[src/rtl/msplit_pkg.sv]
// Package: shared constants and types for the two-bank splitter.
// Assumes exactly two line banks selected by the lowest line-address bit.
package msplit_pkg;
    localparam int NBANK = 2;

    typedef enum logic [1:0] {
        GS_IDLE = 2'd0,
        GS_WAIT = 2'd1,
        GS_DONE = 2'd2
    } gather_state_e;
endpackage

[src/rtl/msplit_lane_shift.sv]
// Module: builds the two-line byte span mask and the lane-shifted store data.
// Assumes len_i is only meaningful when len_ok_o is high; disabled lanes are zeroed.
module msplit_lane_shift #(
    parameter int LINE_BYTES = 16,
    localparam int OFF_W  = $clog2(LINE_BYTES),
    localparam int LEN_W  = OFF_W + 1,
    localparam int DATA_W = 8 * LINE_BYTES,
    localparam int SPAN   = 2 * LINE_BYTES
) (
    input  logic [OFF_W-1:0]    off_i,
    input  logic [LEN_W-1:0]    len_i,
    input  logic [DATA_W-1:0]   wdata_i,
    output logic                len_ok_o,
    output logic [SPAN-1:0]     mask_o,
    output logic [2*DATA_W-1:0] wdata_o
);
    logic [SPAN-1:0]     base;
    logic [2*DATA_W-1:0] shifted;

    // Length check, run-of-ones mask and byte shift of store data.
    always_comb begin
        len_ok_o = (len_i != '0) && (len_i <= LEN_W'(LINE_BYTES));
        base     = (SPAN'(1) << len_i) - SPAN'(1);
        mask_o   = base << off_i;
        shifted  = {{DATA_W{1'b0}}, wdata_i} << {off_i, 3'b000};
    end

    // Zero every byte lane that the mask does not enable.
    for (genvar g = 0; g < SPAN; g++) begin : g_lane
        assign wdata_o[g*8 +: 8] = shifted[g*8 +: 8] & {8{mask_o[g]}};
    end
endmodule

[src/rtl/msplit_bank_route.sv]
// Module: selects the span half, line address and enables for one bank.
// Assumes the starting bank takes the low half and the other bank the next line.
module msplit_bank_route #(
    parameter int ADDR_W     = 48,
    parameter int LINE_BYTES = 16,
    parameter int BANK       = 0,
    localparam int OFF_W  = $clog2(LINE_BYTES),
    localparam int LINE_W = ADDR_W - OFF_W,
    localparam int DATA_W = 8 * LINE_BYTES,
    localparam int SPAN   = 2 * LINE_BYTES
) (
    input  logic                clk,
    input  logic                rst_n,
    input  logic                accept_i,
    input  logic                we_i,
    input  logic                start_bank_i,
    input  logic [LINE_W-1:0]   line_i,
    input  logic [SPAN-1:0]     mask_i,
    input  logic [2*DATA_W-1:0] wdata_i,
    output logic                vld_o,
    output logic                we_o,
    output logic [LINE_W-1:0]   line_o,
    output logic [LINE_BYTES-1:0] be_o,
    output logic [DATA_W-1:0]   wdata_o
);
    logic use_lo;

    // Pick the low or high half of the span for this bank.
    always_comb begin
        use_lo  = (start_bank_i == 1'(BANK));
        be_o    = use_lo ? mask_i[LINE_BYTES-1:0] : mask_i[SPAN-1:LINE_BYTES];
        wdata_o = use_lo ? wdata_i[DATA_W-1:0]   : wdata_i[2*DATA_W-1:DATA_W];
        line_o  = use_lo ? line_i : line_i + LINE_W'(1);
        vld_o   = accept_i && (be_o != '0);
        we_o    = vld_o && we_i;
    end

    AST_BANK_PARITY: assert property (@(posedge clk) disable iff (!rst_n)
        vld_o |-> (line_o[0] == 1'(BANK)));
endmodule

[src/rtl/msplit_load_gather.sv]
// Module: tracks outstanding bank returns of one load and rebuilds the result.
// Assumes returns arrive at least one cycle after the issuing cycle.
module msplit_load_gather
    import msplit_pkg::*;
#(
    parameter int LINE_BYTES = 16,
    localparam int OFF_W  = $clog2(LINE_BYTES),
    localparam int LEN_W  = OFF_W + 1,
    localparam int DATA_W = 8 * LINE_BYTES,
    localparam int SPAN   = 2 * LINE_BYTES
) (
    input  logic                    clk,
    input  logic                    rst_n,
    input  logic                    start_i,
    input  logic [NBANK-1:0]        pend_i,
    input  logic                    start_bank_i,
    input  logic [OFF_W-1:0]        off_i,
    input  logic [LEN_W-1:0]        len_i,
    input  logic [NBANK-1:0]        rvld_i,
    input  logic [NBANK*DATA_W-1:0] rdata_i,
    output logic                    busy_o,
    output logic                    ld_vld_o,
    output logic [DATA_W-1:0]       ld_data_o
);
    gather_state_e                 state_q;
    logic [NBANK-1:0]              pend_q;
    logic [NBANK-1:0][DATA_W-1:0]  data_q;
    logic                          sb_q;
    logic [OFF_W-1:0]              off_q;
    logic [LEN_W-1:0]              len_q;
    logic [NBANK-1:0]              take;
    logic [2*DATA_W-1:0]           joined;
    logic [SPAN-1:0]               keep;

    assign take = pend_q & rvld_i;

    // Load tracking state: capture returns and advance to completion.
    always_ff @(posedge clk) begin
        if (!rst_n) begin
            state_q <= GS_IDLE;
            pend_q  <= '0;
            sb_q    <= 1'b0;
            off_q   <= '0;
            len_q   <= '0;
        end else begin
            case (state_q)
                GS_IDLE: if (start_i) begin
                    state_q <= GS_WAIT;
                    pend_q  <= pend_i;
                    sb_q    <= start_bank_i;
                    off_q   <= off_i;
                    len_q   <= len_i;
                end
                GS_WAIT: begin
                    pend_q <= pend_q & ~rvld_i;
                    if ((pend_q & ~rvld_i) == '0) state_q <= GS_DONE;
                end
                default: state_q <= GS_IDLE;
            endcase
        end
    end

    // Returned line storage, written only for outstanding banks.
    for (genvar b = 0; b < NBANK; b++) begin : g_cap
        always_ff @(posedge clk) begin
            if (!rst_n) data_q[b] <= '0;
            else if (state_q == GS_WAIT && take[b]) data_q[b] <= rdata_i[b*DATA_W +: DATA_W];
        end
    end

    // Rebuild request order, right-align and clear bytes past the length.
    always_comb begin
        joined = {data_q[~sb_q], data_q[sb_q]} >> {off_q, 3'b000};
        keep   = (SPAN'(1) << len_q) - SPAN'(1);
    end

    for (genvar g = 0; g < LINE_BYTES; g++) begin : g_out
        assign ld_data_o[g*8 +: 8] = joined[g*8 +: 8] & {8{keep[g]}};
    end

    assign busy_o   = (state_q != GS_IDLE);
    assign ld_vld_o = (state_q == GS_DONE);

    AST_LD_PULSE: assert property (@(posedge clk) disable iff (!rst_n)
        ld_vld_o |=> !ld_vld_o);
    AST_START_IDLE: assert property (@(posedge clk) disable iff (!rst_n)
        start_i |-> !busy_o);
    AST_WAIT_HAS_PEND: assert property (@(posedge clk) disable iff (!rst_n)
        (state_q == GS_WAIT) |-> (pend_q != '0));
endmodule

[src/rtl/msplit_top.sv]
// Module: splits one load/store request across an even and an odd line bank.
// Assumes at most one load outstanding; requests while busy are dropped.
module msplit_top
    import msplit_pkg::*;
#(
    parameter int ADDR_W     = 48,
    parameter int LINE_BYTES = 16,
    localparam int OFF_W  = $clog2(LINE_BYTES),
    localparam int LEN_W  = OFF_W + 1,
    localparam int LINE_W = ADDR_W - OFF_W,
    localparam int DATA_W = 8 * LINE_BYTES,
    localparam int SPAN   = 2 * LINE_BYTES
) (
    input  logic                      clk,
    input  logic                      rst_n,
    input  logic                      req_vld_i,
    input  logic                      req_is_st_i,
    input  logic [ADDR_W-1:0]         req_addr_i,
    input  logic [LEN_W-1:0]          req_len_i,
    input  logic [DATA_W-1:0]         req_wdata_i,
    output logic                      busy_o,
    output logic [NBANK-1:0]          bank_vld_o,
    output logic [NBANK-1:0]          bank_we_o,
    output logic [NBANK*LINE_W-1:0]   bank_line_o,
    output logic [NBANK*LINE_BYTES-1:0] bank_be_o,
    output logic [NBANK*DATA_W-1:0]   bank_wdata_o,
    input  logic [NBANK-1:0]          bank_rvld_i,
    input  logic [NBANK*DATA_W-1:0]   bank_rdata_i,
    output logic                      ld_vld_o,
    output logic [DATA_W-1:0]         ld_data_o
);
    logic                len_ok;
    logic [SPAN-1:0]     span_mask;
    logic [2*DATA_W-1:0] span_wdata;
    logic                accept;
    logic                start_bank;

    assign start_bank = req_addr_i[OFF_W];
    assign accept     = req_vld_i && len_ok && !busy_o;

    msplit_lane_shift #(.LINE_BYTES(LINE_BYTES)) shift_i (
        .off_i    (req_addr_i[OFF_W-1:0]),
        .len_i    (req_len_i),
        .wdata_i  (req_wdata_i),
        .len_ok_o (len_ok),
        .mask_o   (span_mask),
        .wdata_o  (span_wdata)
    );

    for (genvar b = 0; b < NBANK; b++) begin : g_bank
        msplit_bank_route #(.ADDR_W(ADDR_W), .LINE_BYTES(LINE_BYTES), .BANK(b)) route_i (
            .clk          (clk),
            .rst_n        (rst_n),
            .accept_i     (accept),
            .we_i         (req_is_st_i),
            .start_bank_i (start_bank),
            .line_i       (req_addr_i[ADDR_W-1:OFF_W]),
            .mask_i       (span_mask),
            .wdata_i      (span_wdata),
            .vld_o        (bank_vld_o[b]),
            .we_o         (bank_we_o[b]),
            .line_o       (bank_line_o[b*LINE_W +: LINE_W]),
            .be_o         (bank_be_o[b*LINE_BYTES +: LINE_BYTES]),
            .wdata_o      (bank_wdata_o[b*DATA_W +: DATA_W])
        );
    end

    msplit_load_gather #(.LINE_BYTES(LINE_BYTES)) gather_i (
        .clk          (clk),
        .rst_n        (rst_n),
        .start_i      (accept && !req_is_st_i),
        .pend_i       (bank_vld_o),
        .start_bank_i (start_bank),
        .off_i        (req_addr_i[OFF_W-1:0]),
        .len_i        (req_len_i),
        .rvld_i       (bank_rvld_i),
        .rdata_i      (bank_rdata_i),
        .busy_o       (busy_o),
        .ld_vld_o     (ld_vld_o),
        .ld_data_o    (ld_data_o)
    );

    AST_NO_ISSUE_BUSY: assert property (@(posedge clk) disable iff (!rst_n)
        busy_o |-> (bank_vld_o == '0));
    AST_MASK_LEN: assert property (@(posedge clk) disable iff (!rst_n)
        accept |-> ($countones(bank_be_o) == int'(req_len_i)));
    AST_BAD_LEN_IDLE: assert property (@(posedge clk) disable iff (!rst_n)
        (req_vld_i && !len_ok) |-> (bank_vld_o == '0));
    AST_START_BANK: assert property (@(posedge clk) disable iff (!rst_n)
        accept |-> bank_vld_o[start_bank]);
endmodule

[config.mk]
export PLATFORM = sky130hd
export DESIGN_NAME = msplit_top
export DESIGN_NICKNAME = d
export VERILOG_FILES = /design/src/rtl/msplit_pkg.sv /design/src/rtl/msplit_lane_shift.sv /design/src/rtl/msplit_bank_route.sv /design/src/rtl/msplit_load_gather.sv /design/src/rtl/msplit_top.sv
export SDC_FILE = /design/constraint.sdc
export NUM_CORES = 2
export LEC_CHECK = 0
export ABC_AREA = 1
export BUFFER_PORTS_ARGS = -buffer_cell sky130_fd_sc_hd__buf_4
export CAP_MARGIN = 10
export CORE_AREA = 2 2 374 376
export DETAILED_ROUTE_END_ITERATION = 6
export DIE_AREA = 0 0 376 378
export PLACE_DENSITY = 0.52
export SLEW_MARGIN = 20
export SYNTH_ARGS = -nofsm -noshare
export SYNTH_HDL_FRONTEND = slang
export SYNTH_SLANG_ARGS = --single-unit
[constraint.sdc]
create_clock -name clk -period 3.3 [get_ports clk]
set_input_delay 0 -clock clk [delete_from_list [all_inputs] [get_ports clk]]
set_output_delay 0 -clock clk [all_outputs]
set_load 0.05 [all_outputs]
Word-level counts from Yosys, hierarchy flattened
Cells that the tools add are included.
{"block": "totals", "register_bits": 270, "word_cells": 111, "inputBits": 443, "out_inout_bits": 510}
{"block": "op_classes", "addsub": 3, "n_bitwise": 52, "n_shift": 5, "muxes": 15, "n_lt_le_gt_ge": 3, "n_eq_ne": 4, "reduce_logical": 22}
{"cell": "128-bit 2-to-1 mux", "count": 6}
{"cell": "8-bit AND", "count": 48}
{"cell": "128-bit by 7-bit << shifter with 256-bit output", "count": 1}
{"cell": "256-bit by 7-bit right shift with 128-bit output", "count": 1}
{"cell": "44-bit 2-to-1 mux", "count": 2}
{"cell": "44-bit by 1-bit adder with 44-bit output (second input constant)", "count": 1}
{"cell": "16-bit 2-to-1 mux", "count": 2}
{"cell": "16-bit nonzero test", "count": 2}
{"cell": "1-bit by 5-bit << shifter with 32-bit output (first input constant)", "count": 1}
{"cell": "32-bit by 4-bit << shifter with 32-bit output", "count": 1}
{"cell": "32-bit by 2-bit subtractor with 32-bit output (second input constant)", "count": 1}
{"cell": "1-bit by 5-bit << shifter with 16-bit output (first input constant)", "count": 1}
{"cell": "16-bit by 2-bit subtractor with 16-bit output (second input constant)", "count": 1}
{"cell": "1-bit logical AND", "count": 10}
{"cell": "2-bit one-hot mux with 2 select lines", "count": 2}
{"cell": "2-bit 2-to-1 mux", "count": 3}
{"cell": "2-bit AND reduction", "count": 3}
{"cell": "5-bit <= comparator (second input constant)", "count": 1}
{"cell": "5-bit nonzero test", "count": 1}
{"cell": "2-bit AND", "count": 2}
{"cell": "2-bit logical NOT", "count": 2}
{"cell": "1-bit by 2-bit less-than comparator with 1-bit output (second input constant)", "count": 2}
{"cell": "2-bit by 1-bit != test with 1-bit output (second input constant)", "count": 2}
{"cell": "2-bit nonzero test", "count": 2}
{"cell": "5 further kinds", "count": 6}

Depth between registers and ports, before layout
{"block": "depth", "word_depth": 8, "ltp_mapped": 26, "depth_no_buf": 23}

Modules after synthesis
Synthesis repeated with hierarchy kept, for this count alone.
{"block": "unflattened", "hier_cells": 7562, "hier_area_um2": 37358.3}
{"module": "msplit_load_gather", "area_per_inst_um2": 21634.5, "seq_area_each_um2": 5405.2, "cells_per_inst": 3980, "n_inst": 1}
{"module": "msplit_lane_shift", "area_per_inst_um2": 9052.4, "seq_area_each_um2": 0.0, "cells_per_inst": 2030, "n_inst": 1}
{"module": "msplit_bank_route at g_bank[0].route_i", "area_per_inst_um2": 3350.7, "seq_area_each_um2": 0.0, "cells_per_inst": 768, "n_inst": 1}
{"module": "msplit_bank_route at g_bank[1].route_i", "area_per_inst_um2": 3303.2, "seq_area_each_um2": 0.0, "cells_per_inst": 781, "n_inst": 1}
{"module": "msplit_top", "area_per_inst_um2": 17.5, "seq_area_each_um2": 0.0, "cells_per_inst": 3, "n_inst": 1}

Worst setup path after synthesis
No wires, ideal clock.
{"block": "synth_path", "path_kind": "input to output", "start": "input port req_len_i[3]", "end": "output port bank_we_o[1]", "t_arrival_ps": 3452, "required_ps": 3300, "cell_stages": 21, "slack_ps": -152, "path_cell_list": "buf_4 inv_2 buf_6 nand4_1 ha_1 o21ai_0 inv_1 nor2_1 inv_1 nor2_1 inv_1 nor2_1 clkinv_1 o21ai_0 nor2_1 nand2_1 nor2_1 nand2_1 nand2_2 nor2_1 buf_4"}
{"block": "synth_between", "elab_chain_len": 7, "word_cells_on_any_way": 12}
{"element": "start: declaration", "line": "msplit_top.sv:19", "text": "input logic [LEN_W-1:0] req_len_i,"}
{"element": "1-bit by 5-bit << shifter with 32-bit output", "line": "msplit_lane_shift.sv:23", "text": "base = (SPAN'(1) << len_i) - SPAN'(1);"}
{"element": "32-bit by 2-bit subtractor with 32-bit output", "line": "msplit_lane_shift.sv:23"}
{"element": "32-bit by 4-bit << shifter with 32-bit output", "line": "msplit_lane_shift.sv:24", "text": "mask_o = base << off_i;"}
{"element": "16-bit 2-to-1 mux", "line": "msplit_bank_route.sv:31", "text": "be_o = use_lo ? mask_i[LINE_BYTES-1:0] : mask_i[SPAN-1:LINE_BYTES];"}
{"element": "via bank_be_o[17]", "line": "msplit_top.sv:25", "text": "output logic [NBANK*LINE_BYTES-1:0] bank_be_o,"}
{"element": "16-bit nonzero test", "line": "msplit_bank_route.sv:34", "text": "vld_o = accept_i && (be_o != '0);"}
{"element": "1-bit logical AND", "line": "msplit_bank_route.sv:34"}
{"element": "1-bit logical AND", "line": "msplit_bank_route.sv:35", "text": "we_o = vld_o && we_i;"}
{"element": "end: declaration", "line": "msplit_top.sv:23", "text": "output logic [NBANK-1:0] bank_we_o,"}
The timed path passes the listed nets, and every way through them passes these cells.

Worst setup path in the final report
{"block": "layout_path", "start": "register gather_i.sb_q", "end": "output port ld_data_o[122]"}
{"block": "layout_between", "elab_chain_len": 4, "word_cells_on_any_way": 6}
{"element": "start: declaration", "line": "msplit_load_gather.sv:28", "text": "logic sb_q;"}
{"element": "start signal: assignment", "line": "msplit_load_gather.sv:50", "text": "sb_q <= start_bank_i;"}
{"element": "128-bit 2-to-1 mux (not written as such) (2 in series)", "line": "msplit_load_gather.sv:73", "text": "joined = {data_q[~sb_q], data_q[sb_q]} >> {off_q, 3'b000};"}
{"element": "256-bit by 7-bit right shift with 128-bit output *", "line": "msplit_load_gather.sv:73"}
{"element": "8-bit AND *", "line": "msplit_load_gather.sv:78", "text": "assign ld_data_o[g*8 +: 8] = joined[g*8 +: 8] & {8{keep[g]}};"}
{"element": "end: declaration", "line": "msplit_top.sv:30", "text": "output logic [DATA_W-1:0] ld_data_o"}
Mark *: on every way between the ends. The rest lies on a longest branch, timed or not. The select of a mux whose other input is x is not followed.

==> impl_metrics.tcl <==
set metrics [dict create \
    synth_xor_area_share_pct 1.252 \
    first_pass_iters 6 \
    netlist_instances 6406 \
    clkSinkCount 270 \
    place_congestion 1.029 \
    crit_path_max_incr_delay_ps 600 \
    worstPathRequired_ps 3300 \
    dieArea_um2 142100 \
    async_flop_share_pct 0 \
    fin_nets 8155 \
    setup_slack_ps -103.4 \
    wirelength_um 279800 \
    finalClockSkew_ps 20.60 \
    synth_cell_types 59 \
    hold_viol 1 \
    cts_buffers 35 \
    hold_path_depth 3 \
    drt-wirelength-per-cell_um 29.28 \
    post-dp-hpwl_um 234400 \
    critPathMaxFanout 32 \
    drcViolationCount 0 \
    worstReg2RegEnd "gather_i.data_q[126]" \
    critPathLaunch "gather_i.sb_q" \
    synth-seq-cells 270 \
    path_cells "buf_6 -> o21ai_0 -> nand2_1 -> o21ai_0 -> o211ai_1 -> a211oi_2 -> buf_4 -> buf_4" \
    critPathLaunchType "flip-flop" \
    grt_pass1_vias 46510 \
    die_x_um 376 \
    worst_pin_slew_ps 1175 \
    synth_edf_count 0 \
    yosys_warnings 0 \
    synth_flop_cell "dfxtp_1" \
    final_cell_mix "nand2_1, buf_4, o21ai_0, nor2_1, inv_1" \
    end_kind "output port" \
    port-buffer-count 950 \
    slew_headroom_pct 21.64 \
    vias 51440 \
    drv_slew 0 \
    antenna_found_initial 50 \
    rsz0062_at_grt "true" \
    placed_area_um2 46510 \
    cp_slowest_cell "o21ai_0" \
    synth.area.mux_share_pct 5.710 \
    gr-usage-met3_pct 6.840 \
    fill_cells 15650 \
    drive_gt1_share_pct 24.06 \
    cts_tree "yes" \
    syn_to_final_growth_pct 50.02 \
    hold_path.class "input port to flip-flop" \
    worstRegToRegCells 6 \
    violations "hold timing, setup timing" \
    arrival_ps 3400 \
    synth_top_family_by_area "simple AND/OR/NAND/NOR gates" \
    viasPerCell 5.383 \
    hold_ws_ps -2.937 \
    grt_pass1_wl_um 372500 \
    syn-num-nets 6853 \
    use_met1_pct 49.81 \
    netlist_area_um2 34180 \
    register_area_um2 5426 \
    num_rows 137 \
    top_usage_layer "met2" \
    setup-tns-final_ps -223.4 \
    initial_utilization_pct 24.68 \
    grt_max_degree 284 \
    status "complete, but fails checks" \
    reg2reg_slack_ps 770 \
    clk_latency_ps 560 \
    period_share_pct 103.1 \
    met2_usage_pct 58.93 \
    grt_usage_pct 37.07 \
    synth-simple-area-share_pct 33.73 \
    cp-endpoint "ld_data_o[122]" \
    power.density_nw_per_um2 319.9 \
    yosysSeqAreaShare_pct 15.81 \
    pin_count 953 \
    cap_violations 0 \
    grt_overflow 0 \
    multiInputGateArea_um2 25250 \
    synthAdderAreaFrac_pct 0.1464 \
    clk_pin_slew_worst_paths_ps 60 \
    drt_iter0_drc 5704 \
    setup_violations 4 \
    final.min_clock_period_ps 3403 \
    r2r_start "gather_i.state_q[1]" \
    avgSynthCellArea_um2 5.336 \
    timing.fmax_ghz 0.2938 \
    core_um2 138500 \
    die_y_um 378 \
    p_leak_nw 22.96 \
    final_common_cell "nand2_1" \
    crit_type "flip-flop to output port" \
    antenna_left 0 \
    cts_root_buf "clkbuf_16" \
    stdcell_area_um2 51280 \
    ir_worst_vdd_v 0.0002715 \
    synth_compound_area_share_pct 31.26 \
    clock_path_buffers 3 \
    htreeDepth 2 \
]
[report_power, final]
part / internal (mW) / switching (mW) / total (mW)
clock: 2.37 / 1.65 / 4.02
combinational: 2.76 / 6.30 / 9.06
sequential: 3.28 / 0.0438 / 3.33
total: 8.41 / 8.00 / 16.4
[critical path: cells and delay by family, from the launching register on]
| family | cells | cell delay (ps) |
|---|---|---|
| AOI/OAI and AO/OA | 4 | 1640 |
| and+or+nand+nor | 1 | 110 |
| DFF | 1 | 430 |
| buffers and inverters | 3 | 640 |
[per-stage QoR]
step / worst slack [ps] / total power, mW / std cells / utilization (%) / hold WS (ps)
floorplan: 111.6 / 7.804 / 6406 / - / 166.7
global placement: -66.86 / 11.84 / 9198 / 33.57 / 258.3
detailed placement: 22.94 / 11.81 / 9198 / 33.58 / 262.8
CTS: -90.94 / 16.17 / 9530 / 36.52 / 1.709
global route: -116.6 / 16.89 / 9555 / 37.02 / 1.813
finish: -103.4 / 16.41 / 9556 / 37.02 / -2.937
[state kept, by name (all words and copies together), names as in the netlist]
| name | flops |
|---|---|
| gather_i.state_q | 2 |
| gather_i.len_q | 5 |
| gather_i.data_q | 256 |
| gather_i.pend_q | 2 |
| gather_i.sb_q | 1 |
| gather_i.off_q | 4 |
[cells by family (layout without fill, tap and decap cells)]
kind of cell	after synthesis	in the layout
buffers and inverters	1068	2396
AOI/OAI and AO/OA	2000	2000
xor gates and xnor gates	48	48
adders and majority gates	4	4
muxes	195	195
DFF	270	270
other	2	17
and+or+nand+nor	2819	2819
[metal layers]
metal	part of all wire, %	vias up
met5	0.11	-
met4	4.4	52
met3	8.1	402
met2	44	2633
met1	43	24480
li1	-	23880
[worst min-delay path by stage]
| stage | start | end | slack (ps) |
|---|---|---|---|
| 2_1_floorplan | bank_rdata_i[0] | gather_i.data_q[0] | 170 |
| 3_3_place_gp | bank_rdata_i[238] | gather_i.data_q[238] | 260 |
| 5_1_grt | bank_rdata_i[140] | gather_i.data_q[140] | 2 |
| 4_1_cts | rst_n | gather_i.data_q[49] | 2 |
| 3_5_place_dp | bank_rdata_i[19] | gather_i.data_q[19] | 260 |
| 6_report | bank_rdata_i[140] | gather_i.data_q[140] | -3 |
[synth_stat cells, types with 6 or more instances]
| cell | number | share of area [%] |
|---|---|---|
| a211oi_2 | 8 | 0.29 |
| a311oi_1 | 6 | 0.15 |
| inv_1 | 498 | 5.5 |
| clkbuf_1 | 403 | 4.4 |
| nand3_1 | 336 | 4.9 |
| inv_2 | 12 | 0.13 |
| xor2_1 | 37 | 0.95 |
| nor2_2 | 9 | 0.16 |
| nor4_1 | 6 | 0.11 |
| a21oi_1 | 353 | 5.2 |
| nand2_1 | 1817 | 20 |
| a31oi_1 | 19 | 0.35 |
| mux2i_1 | 195 | 5.7 |
| buf_4 | 11 | 0.24 |
| o21ai_1 | 11 | 0.16 |
| nor2_1 | 498 | 5.5 |
| nand2_2 | 8 | 0.15 |
| buf_2 | 22 | 0.32 |
| buf_1 | 111 | 1.2 |
| buf_6 | 6 | 0.20 |
| o21ai_0 | 1392 | 20 |
| o211a_1 | 7 | 0.20 |
| nand3_2 | 7 | 0.20 |
| o211ai_1 | 109 | 2.4 |
| nor3_1 | 34 | 0.50 |
| a221oi_1 | 11 | 0.28 |
| dfxtp_1 | 270 | 16 |
| nand4_1 | 35 | 0.64 |
| xnor2_1 | 10 | 0.26 |
| a211oi_1 | 56 | 1.2 |
| o221ai_1 | 6 | 0.15 |
| or2_2 | 44 | 0.81 |
[repair_timing]
action,in CTS,in global routing
gates resized for setup,106,194
endpoints found under the setup margin,105,186
hold endpoints to repair,264,0
pin swaps,4,20
hold buffers,264,0
buffers inserted,5,10
gates cloned,0,1
[layout make-up]
cell class | instances | area share, %
antenna | 15 | 0.07320
clock buffer | 47 | 1.935
clock inverter | 16 | 0.3709
inverter | 515 | 3.858
multi-input combinational | 5068 | 49.24
sequential | 270 | 10.58
tap | 1807 | 4.409
timing repair buffer | 1818 | 29.54
Note: power is estimated with default switching activity, not from simulation.
